--- src/rtl/fcvt_pkg.sv ---
package fcvt_pkg;

  localparam int unsigned FP_EXP_W = 11;
  localparam int unsigned FP_MAN_W = 52;
  localparam int unsigned TGT_W    = 32;

  typedef enum logic [2:0] {
    RM_NEAR_EVEN = 3'd0,
    RM_ZERO      = 3'd1,
    RM_DOWN      = 3'd2,
    RM_UP        = 3'd3,
    RM_NEAR_AWAY = 3'd4
  } rmode_e;

  // Decide whether the truncated magnitude gets +1.
  // rbit is the first dropped bit; sbit is the OR of all lower dropped bits.
  function automatic logic round_up(input logic [2:0] rm, input logic neg,
                                    input logic lsb, input logic rbit,
                                    input logic sbit);
    logic inc;
    case (rm)
      RM_ZERO:      inc = 1'b0;
      RM_DOWN:      inc = neg & (rbit | sbit);
      RM_UP:        inc = ~neg & (rbit | sbit);
      RM_NEAR_AWAY: inc = rbit;
      default:      inc = rbit & (sbit | lsb);
    endcase
    return inc;
  endfunction

endpackage

--- src/rtl/fcvt_classify.sv ---
module fcvt_classify #(
  parameter int unsigned EXP_W = fcvt_pkg::FP_EXP_W,
  parameter int unsigned MAN_W = fcvt_pkg::FP_MAN_W,
  localparam int unsigned OP_W = EXP_W + MAN_W + 1
) (
  input  logic [OP_W-1:0]          op,
  output logic                     sign,
  output logic                     is_nan,
  output logic                     is_inf,
  output logic                     hidden,
  output logic [MAN_W-1:0]         frac,
  output logic signed [EXP_W+1:0]  uexp
);
  localparam int unsigned BIAS = (2 ** (EXP_W - 1)) - 1;

  logic [EXP_W-1:0] exp_f;
  logic             exp_max;

  assign sign    = op[OP_W-1];
  assign exp_f   = op[OP_W-2:MAN_W];
  assign frac    = op[MAN_W-1:0];
  assign exp_max = &exp_f;
  assign is_nan  = exp_max & (|frac);
  assign is_inf  = exp_max & ~(|frac);
  // Zero and subnormals have no leading one.
  assign hidden  = |exp_f;
  assign uexp    = $signed({2'b00, exp_f}) - $signed((EXP_W + 2)'(BIAS));
endmodule

--- src/rtl/fcvt_align_round.sv ---
module fcvt_align_round #(
  parameter int unsigned EXP_W = fcvt_pkg::FP_EXP_W,
  parameter int unsigned MAN_W = fcvt_pkg::FP_MAN_W,
  parameter int unsigned INT_W = fcvt_pkg::TGT_W
) (
  input  logic                     hidden,
  input  logic [MAN_W-1:0]         frac,
  input  logic signed [EXP_W+1:0]  uexp,
  input  logic                     neg,
  input  logic [2:0]               rm,
  output logic [INT_W:0]           mag,
  output logic                     inexact,
  output logic                     too_big
);
  localparam int unsigned SH_W = $clog2(INT_W);
  localparam int unsigned T_W  = INT_W + MAN_W + 1;

  logic [MAN_W:0]   sig;
  logic [T_W-1:0]   shifted;
  logic [INT_W:0]   ipart;
  logic             rbit;
  logic             sbit;
  logic             inc;
  logic             exp_neg;
  logic             exp_m1;

  assign sig     = {hidden, frac};
  assign exp_neg = uexp[EXP_W+1];
  assign exp_m1  = (uexp == {(EXP_W + 2){1'b1}});
  assign too_big = (uexp >= $signed((EXP_W + 2)'(INT_W)));

  always_comb begin
    shifted = {{INT_W{1'b0}}, sig} << uexp[SH_W-1:0];
    if (exp_neg) begin
      // Magnitude below one: the integer part is zero.
      ipart = '0;
      rbit  = exp_m1 & hidden;
      sbit  = exp_m1 ? (|frac) : (hidden | (|frac));
    end else begin
      ipart = shifted[T_W-1:MAN_W];
      rbit  = shifted[MAN_W-1];
      sbit  = |shifted[MAN_W-2:0];
    end
    inc     = fcvt_pkg::round_up(rm, neg, ipart[0], rbit, sbit);
    mag     = ipart + {{INT_W{1'b0}}, inc};
    inexact = rbit | sbit;
  end
endmodule

--- src/rtl/fcvt_range_sat.sv ---
module fcvt_range_sat #(
  parameter int unsigned INT_W = fcvt_pkg::TGT_W,
  parameter int unsigned RES_W = 64
) (
  input  logic [INT_W:0]    mag,
  input  logic              too_big,
  input  logic              inexact,
  input  logic              neg,
  input  logic              is_signed,
  input  logic              is_nan,
  input  logic              is_inf,
  output logic [RES_W-1:0]  result,
  output logic              invalid,
  output logic              nx
);
  localparam logic [INT_W:0]   LIM_SPOS = {2'b00, {(INT_W - 1){1'b1}}};
  localparam logic [INT_W:0]   LIM_SNEG = {2'b01, {(INT_W - 1){1'b0}}};
  localparam logic [INT_W:0]   LIM_UPOS = {1'b0, {INT_W{1'b1}}};
  localparam logic [INT_W-1:0] MAX_S    = {1'b0, {(INT_W - 1){1'b1}}};
  localparam logic [INT_W-1:0] MIN_S    = {1'b1, {(INT_W - 1){1'b0}}};

  logic             range_bad;
  logic             sat_low;
  logic [INT_W-1:0] sat_val;
  logic [INT_W-1:0] in_val;
  logic [INT_W-1:0] word;

  always_comb begin
    if (is_signed) range_bad = neg ? (mag > LIM_SNEG) : (mag > LIM_SPOS);
    else           range_bad = neg ? (mag != '0)      : (mag > LIM_UPOS);
    invalid = is_nan | is_inf | too_big | range_bad;

    sat_low = neg & ~is_nan;
    if (sat_low) sat_val = is_signed ? MIN_S : '0;
    else         sat_val = is_signed ? MAX_S : '1;

    in_val = (neg & is_signed) ? (~mag[INT_W-1:0] + 1'b1) : mag[INT_W-1:0];
    word   = invalid ? sat_val : in_val;
    result = {{(RES_W - INT_W){word[INT_W-1]}}, word};
    nx     = inexact & ~invalid;
  end
endmodule

--- src/rtl/fcvt_f64_i32.sv ---
module fcvt_f64_i32 #(
  parameter int unsigned EXP_W = fcvt_pkg::FP_EXP_W,
  parameter int unsigned MAN_W = fcvt_pkg::FP_MAN_W,
  parameter int unsigned INT_W = fcvt_pkg::TGT_W,
  parameter int unsigned RES_W = 64,
  localparam int unsigned OP_W = EXP_W + MAN_W + 1
) (
  input  logic              clk,
  input  logic              rst_n,
  input  logic              in_valid,
  output logic              in_ready,
  input  logic [OP_W-1:0]   in_operand,
  input  logic              in_signed,
  input  logic [2:0]        in_rm,
  output logic              out_valid,
  input  logic              out_ready,
  output logic [RES_W-1:0]  out_result,
  output logic              out_nv,
  output logic              out_nx
);
  // Named internal events, observed by the bound checker.
  logic                    in_fire;
  logic                    w_sign;
  logic                    w_nan;
  logic                    w_inf;
  logic                    w_hidden;
  logic [MAN_W-1:0]        w_frac;
  logic signed [EXP_W+1:0] w_uexp;
  logic [INT_W:0]          w_mag;
  logic                    w_inexact;
  logic                    w_too_big;
  logic                    w_invalid;
  logic                    w_nx;
  logic [RES_W-1:0]        w_result;

  assign in_ready = ~out_valid | out_ready;
  assign in_fire  = in_valid & in_ready;

  fcvt_classify #(.EXP_W(EXP_W), .MAN_W(MAN_W)) u_class (
    .op     (in_operand),
    .sign   (w_sign),
    .is_nan (w_nan),
    .is_inf (w_inf),
    .hidden (w_hidden),
    .frac   (w_frac),
    .uexp   (w_uexp)
  );

  fcvt_align_round #(.EXP_W(EXP_W), .MAN_W(MAN_W), .INT_W(INT_W)) u_round (
    .hidden  (w_hidden),
    .frac    (w_frac),
    .uexp    (w_uexp),
    .neg     (w_sign),
    .rm      (in_rm),
    .mag     (w_mag),
    .inexact (w_inexact),
    .too_big (w_too_big)
  );

  fcvt_range_sat #(.INT_W(INT_W), .RES_W(RES_W)) u_sat (
    .mag       (w_mag),
    .too_big   (w_too_big),
    .inexact   (w_inexact),
    .neg       (w_sign),
    .is_signed (in_signed),
    .is_nan    (w_nan),
    .is_inf    (w_inf),
    .result    (w_result),
    .invalid   (w_invalid),
    .nx        (w_nx)
  );

  always_ff @(posedge clk or negedge rst_n) begin
    if (!rst_n) begin
      out_valid  <= 1'b0;
      out_result <= '0;
      out_nv     <= 1'b0;
      out_nx     <= 1'b0;
    end else if (in_fire) begin
      out_valid  <= 1'b1;
      out_result <= w_result;
      out_nv     <= w_invalid;
      out_nx     <= w_nx;
    end else if (out_ready) begin
      out_valid  <= 1'b0;
    end
  end
endmodule

--- config.mk ---
export PLATFORM = sky130hd
export DESIGN_NAME = fcvt_f64_i32
export DESIGN_NICKNAME = d
export VERILOG_FILES = /design/src/rtl/fcvt_pkg.sv /design/src/rtl/fcvt_classify.sv /design/src/rtl/fcvt_align_round.sv /design/src/rtl/fcvt_range_sat.sv /design/src/rtl/fcvt_f64_i32.sv
export SDC_FILE = /design/constraint.sdc
export NUM_CORES = 1
export LEC_CHECK = 0
export BUFFER_PORTS_ARGS = -buffer_cell sky130_fd_sc_hd__buf_2
export CAP_MARGIN = 20
export CORE_MARGIN = 2
export CORE_UTILIZATION = 50
export DETAILED_ROUTE_END_ITERATION = 10
export PLACE_DENSITY = 0.7
export SLEW_MARGIN = 20
export SYNTH_ARGS = -nofsm -noshare
export SYNTH_HDL_FRONTEND = slang
export SYNTH_SLANG_ARGS = --single-unit
--- constraint.sdc ---
create_clock -name clk -period 2.3 [get_ports clk]
set_clock_uncertainty 0.2 [all_clocks]
set_input_delay 0.115 -clock clk [delete_from_list [all_inputs] [get_ports clk]]
set_output_delay 0.115 -clock clk [all_outputs]
set_load 0.05 [all_outputs]
==> flow_metrics.tcl <==
set metrics [dict create \
    outcome "finished with violations" \
    violations "setup timing" \
    synthCells 935 \
    ioPinCount 140 \
    ys_seq_area_frac 0.119 \
    finalCriticalPeriod_ns 6.38 \
    cts_buffer_depth 2 \
    synth-edff-count 0 \
    drtIter0Drc 1142 \
    switchingPower_uw 2830 \
    crit_path_max_incr_delay_ns 0.60 \
    yosysWarnings 0 \
    num_rows 44 \
    grt_pass1_vias 9866 \
    grt_pass1_wl_um 50800 \
    max_clock_freq_ghz 0.157 \
    fillers 955 \
    yosys.area_share.adder 0.0119 \
    drive_above_1_share 0.504 \
    post-route-util 0.811 \
    drcViolationCount 0 \
    path_max_fanout 14 \
    crit_top_cell "buf_4" \
    setup_violations 34 \
    synthXorXnorAreaFrac 0.0844 \
    cts_num_sinks 35 \
    cp.arrival_ns 6.35 \
    clockRootBuffer "clkbuf_16" \
    cts_tree "built" \
    die_width_um 125 \
    wire_per_inst_um 20.4 \
    first_pass_iters 6 \
    syn_nets 1014 \
    core_um2 14500 \
    rsz0062_at_grt "true" \
    htreeDepth 2 \
    crit_required_ns 2.26 \
    max-slew-margin-rel 0.258 \
    io_buffers 139 \
    dp_hpwl_um 25000 \
    antenna_found_initial 0 \
    synth.avg_cell_area_um2 7.87 \
    numCtsBuffers 5 \
    ys_ff_latch 35 \
    synth_top_flop_cell "dfrtp_1" \
    gr-total-overflow 0 \
    post_dp_cell_area_um2 10900 \
    slowest_stage "or4_4" \
    combPwrFrac 0.727 \
    period_share 2.78 \
    crit_path_end_kind "flop" \
    start_kind "input pin" \
    timing_worst_slew_pin_value_ns 1.11 \
    worst_slack_ns -4.08 \
    power_density_nw_per_um2 493 \
    synthMuxAreaShare 0.168 \
    synth_top_family_by_area "simple AND/OR/NAND/NOR gates" \
    p_clk_frac 0.133 \
    netlist_area_um2 7360 \
    p_total_uw 5790 \
    clk_pin_slew_ns 0.05 \
    num_vias 10100 \
    hold_class "input pin to async pin" \
    clk-insertion-delay-late_ns 0.28 \
    finalNetCount 1490 \
    crit_type "input pin to flop" \
    swShare 0.489 \
    drt_wl_total_um 32600 \
    synth-simple-area-share 0.294 \
    via_per_inst 6.35 \
    final_cell_area_um2 11700 \
    start_util 0.508 \
    async_reset_ff_frac 1.00 \
    hold_violations 0 \
    grtUsageTotal 0.397 \
    leakagePower_uw 0.00517 \
    p_seq_frac 0.141 \
    floorplan.die_area_um2 15700 \
    finalHoldWorstSlack_ns 0.254 \
    peakVddDrop_uv 305 \
    slew_violations 0 \
    cap_violations 0 \
    pre_cts_slack_ns -4.60 \
    grt_max_degree 36 \
    globalplace.congestion 1.08 \
    reg2reg_slack_ns 0.02 \
    synth_compound_area_frac 0.234 \
    die_h_um 125 \
    p_int_uw 2960 \
    synth_cell_type_count 91 \
    synthToLayoutAreaGrowth_pct 59.7 \
    diodes 0 \
    detail-route-antenna-nets 0 \
]
==> worst paths after layout <==
kind                       depth (start not counted)            from              to
setup / recovery                                  28  in_operand[52]  out_result[18]
min in group clk                                   1  out_result[26]  out_result[26]
hold reg to reg                                    1  out_result[26]  out_result[26]
setup reg to reg                                   7       out_valid   out_result[8]
max in group asynchronous                          2           rst_n  out_result[20]
hold / removal                                     2           rst_n  out_result[18]
==> power groups by stage <==
| stage | sequential, uW | combinational, uW | clock (uW) |
|---|---|---|---|
| global placement | 806 | 3780 | 0 |
| global route | 827 | 4400 | 800 |
| detailed placement | 816 | 3830 | 0 |
| finish | 814 | 4210 | 769 |
| CTS | 808 | 4010 | 775 |
| floorplan | 1210 | 2010 | 0 |
==> layout make-up <==
| cell class | count | area (um2) | share of cell area |
|---|---|---|---|
| Clock inverter | 3 | 43.8 | 0.00373 |
| Timing Repair Buffer | 561 | 4070 | 0.347 |
| Multi-Input combinational cell | 792 | 6330 | 0.539 |
| Tap cell | 184 | 230 | 0.0196 |
| Clock buffer | 5 | 125 | 0.0106 |
| Sequential cell | 35 | 876 | 0.0745 |
| Inverter | 16 | 67.6 | 0.00575 |
==> logic make-up (layout without fill, tap and decap cells) <==
group | count (synthesis) | count (layout)
buf+inv | 111 | 585
compound gates | 232 | 232
fa+ha+maj | 7 | 7
simple gates | 399 | 402
flops | 35 | 35
mux | 84 | 84
xor+xnor | 67 | 67
==> routing by layer <==
metal	routed length [um]	track usage
met5	0	0
met4	2200	0.220
met3	2780	0.0573
met2	15200	0.676
met1	12500	0.484
==> synthesized netlist by cell type, types with 4 or more instances <==
cell type | count | area share
a211oi_1 | 29 | 0.030
xor2_1 | 20 | 0.024
a221o_1 | 16 | 0.022
inv_1 | 15 | 0.0077
o21ai_0 | 35 | 0.024
and4bb_2 | 4 | 0.0068
and2_1 | 15 | 0.013
o22a_1 | 6 | 0.0071
nor3b_1 | 4 | 0.0041
nor4_1 | 45 | 0.038
dfrtp_1 | 35 | 0.12
or3_1 | 6 | 0.0051
xnor2_1 | 44 | 0.052
a31oi_1 | 18 | 0.015
nand2_1 | 76 | 0.039
mux2_2 | 25 | 0.038
o31ai_1 | 6 | 0.0061
a21oi_1 | 36 | 0.024
a41oi_1 | 4 | 0.0048
buf_6 | 6 | 0.0092
nor2_1 | 101 | 0.052
nand2b_1 | 11 | 0.0094
buf_4 | 40 | 0.041
ha_1 | 7 | 0.012
or4_1 | 8 | 0.0082
buf_2 | 24 | 0.016
buf_1 | 4 | 0.0020
nor3_1 | 24 | 0.016
nor2b_1 | 7 | 0.0060
clkbuf_1 | 20 | 0.010
or2_2 | 5 | 0.0043
nand3_1 | 30 | 0.020
mux2i_1 | 31 | 0.042
o22ai_1 | 7 | 0.0060
nand4_1 | 29 | 0.025
a2111oi_0 | 6 | 0.0071
a21o_1 | 5 | 0.0051
o211ai_1 | 10 | 0.010
mux4_2 | 25 | 0.077
==> repair_timing <==
action | 4_1_cts | 5_1_grt
hold endpoints to repair | 36 | 0
gates resized for setup | 56 | 28
buffers inserted | 20 | 6
endpoints found under the setup margin | 34 | 34
cloned | 2 | 2
hold buffers | 3 | 0
pin swaps | 24 | 17
==> through the flow <==
stage,setup TNS (ns),cells
after CTS,-130.83,1588
after global routing,-141.26,1596
final,-136.70,1596
after floorplan,-142.45,935
after detailed placement,-152.91,1556
after global placement,-151.05,1556
==> cells in the final DEF, fill, tap and decap left out, drive strengths merged, types with 17 or more instances in the layout <==
master and count:
o21ai 35, dfrtp 35, mux2i 31, xor2 21
a31oi 18, a211oi 29, nand3 32, mux2 25
buf 557, nand2 77, nor4 50, nor2 101
and2 17, mux4 28, xnor2 46, nor3 30
nand4 30, a21oi 37
==> sequential cells by signal, summed over array words and instances (netlist names) <==
name        count
out_nv          1
out_valid       1
out_nx          1
out_result     32
==> critical path: cells and delay by family <==
family                     cells  cell delay, ns
xor gates and xnor gates       1            0.11
adders and majority gates      2            0.58
AOI/OAI and AO/OA              6            1.46
muxes                          4            1.04
buffers and inverters          8            1.08
and+or+nand+nor                7            1.93
(Power assumes the default switching activity.)
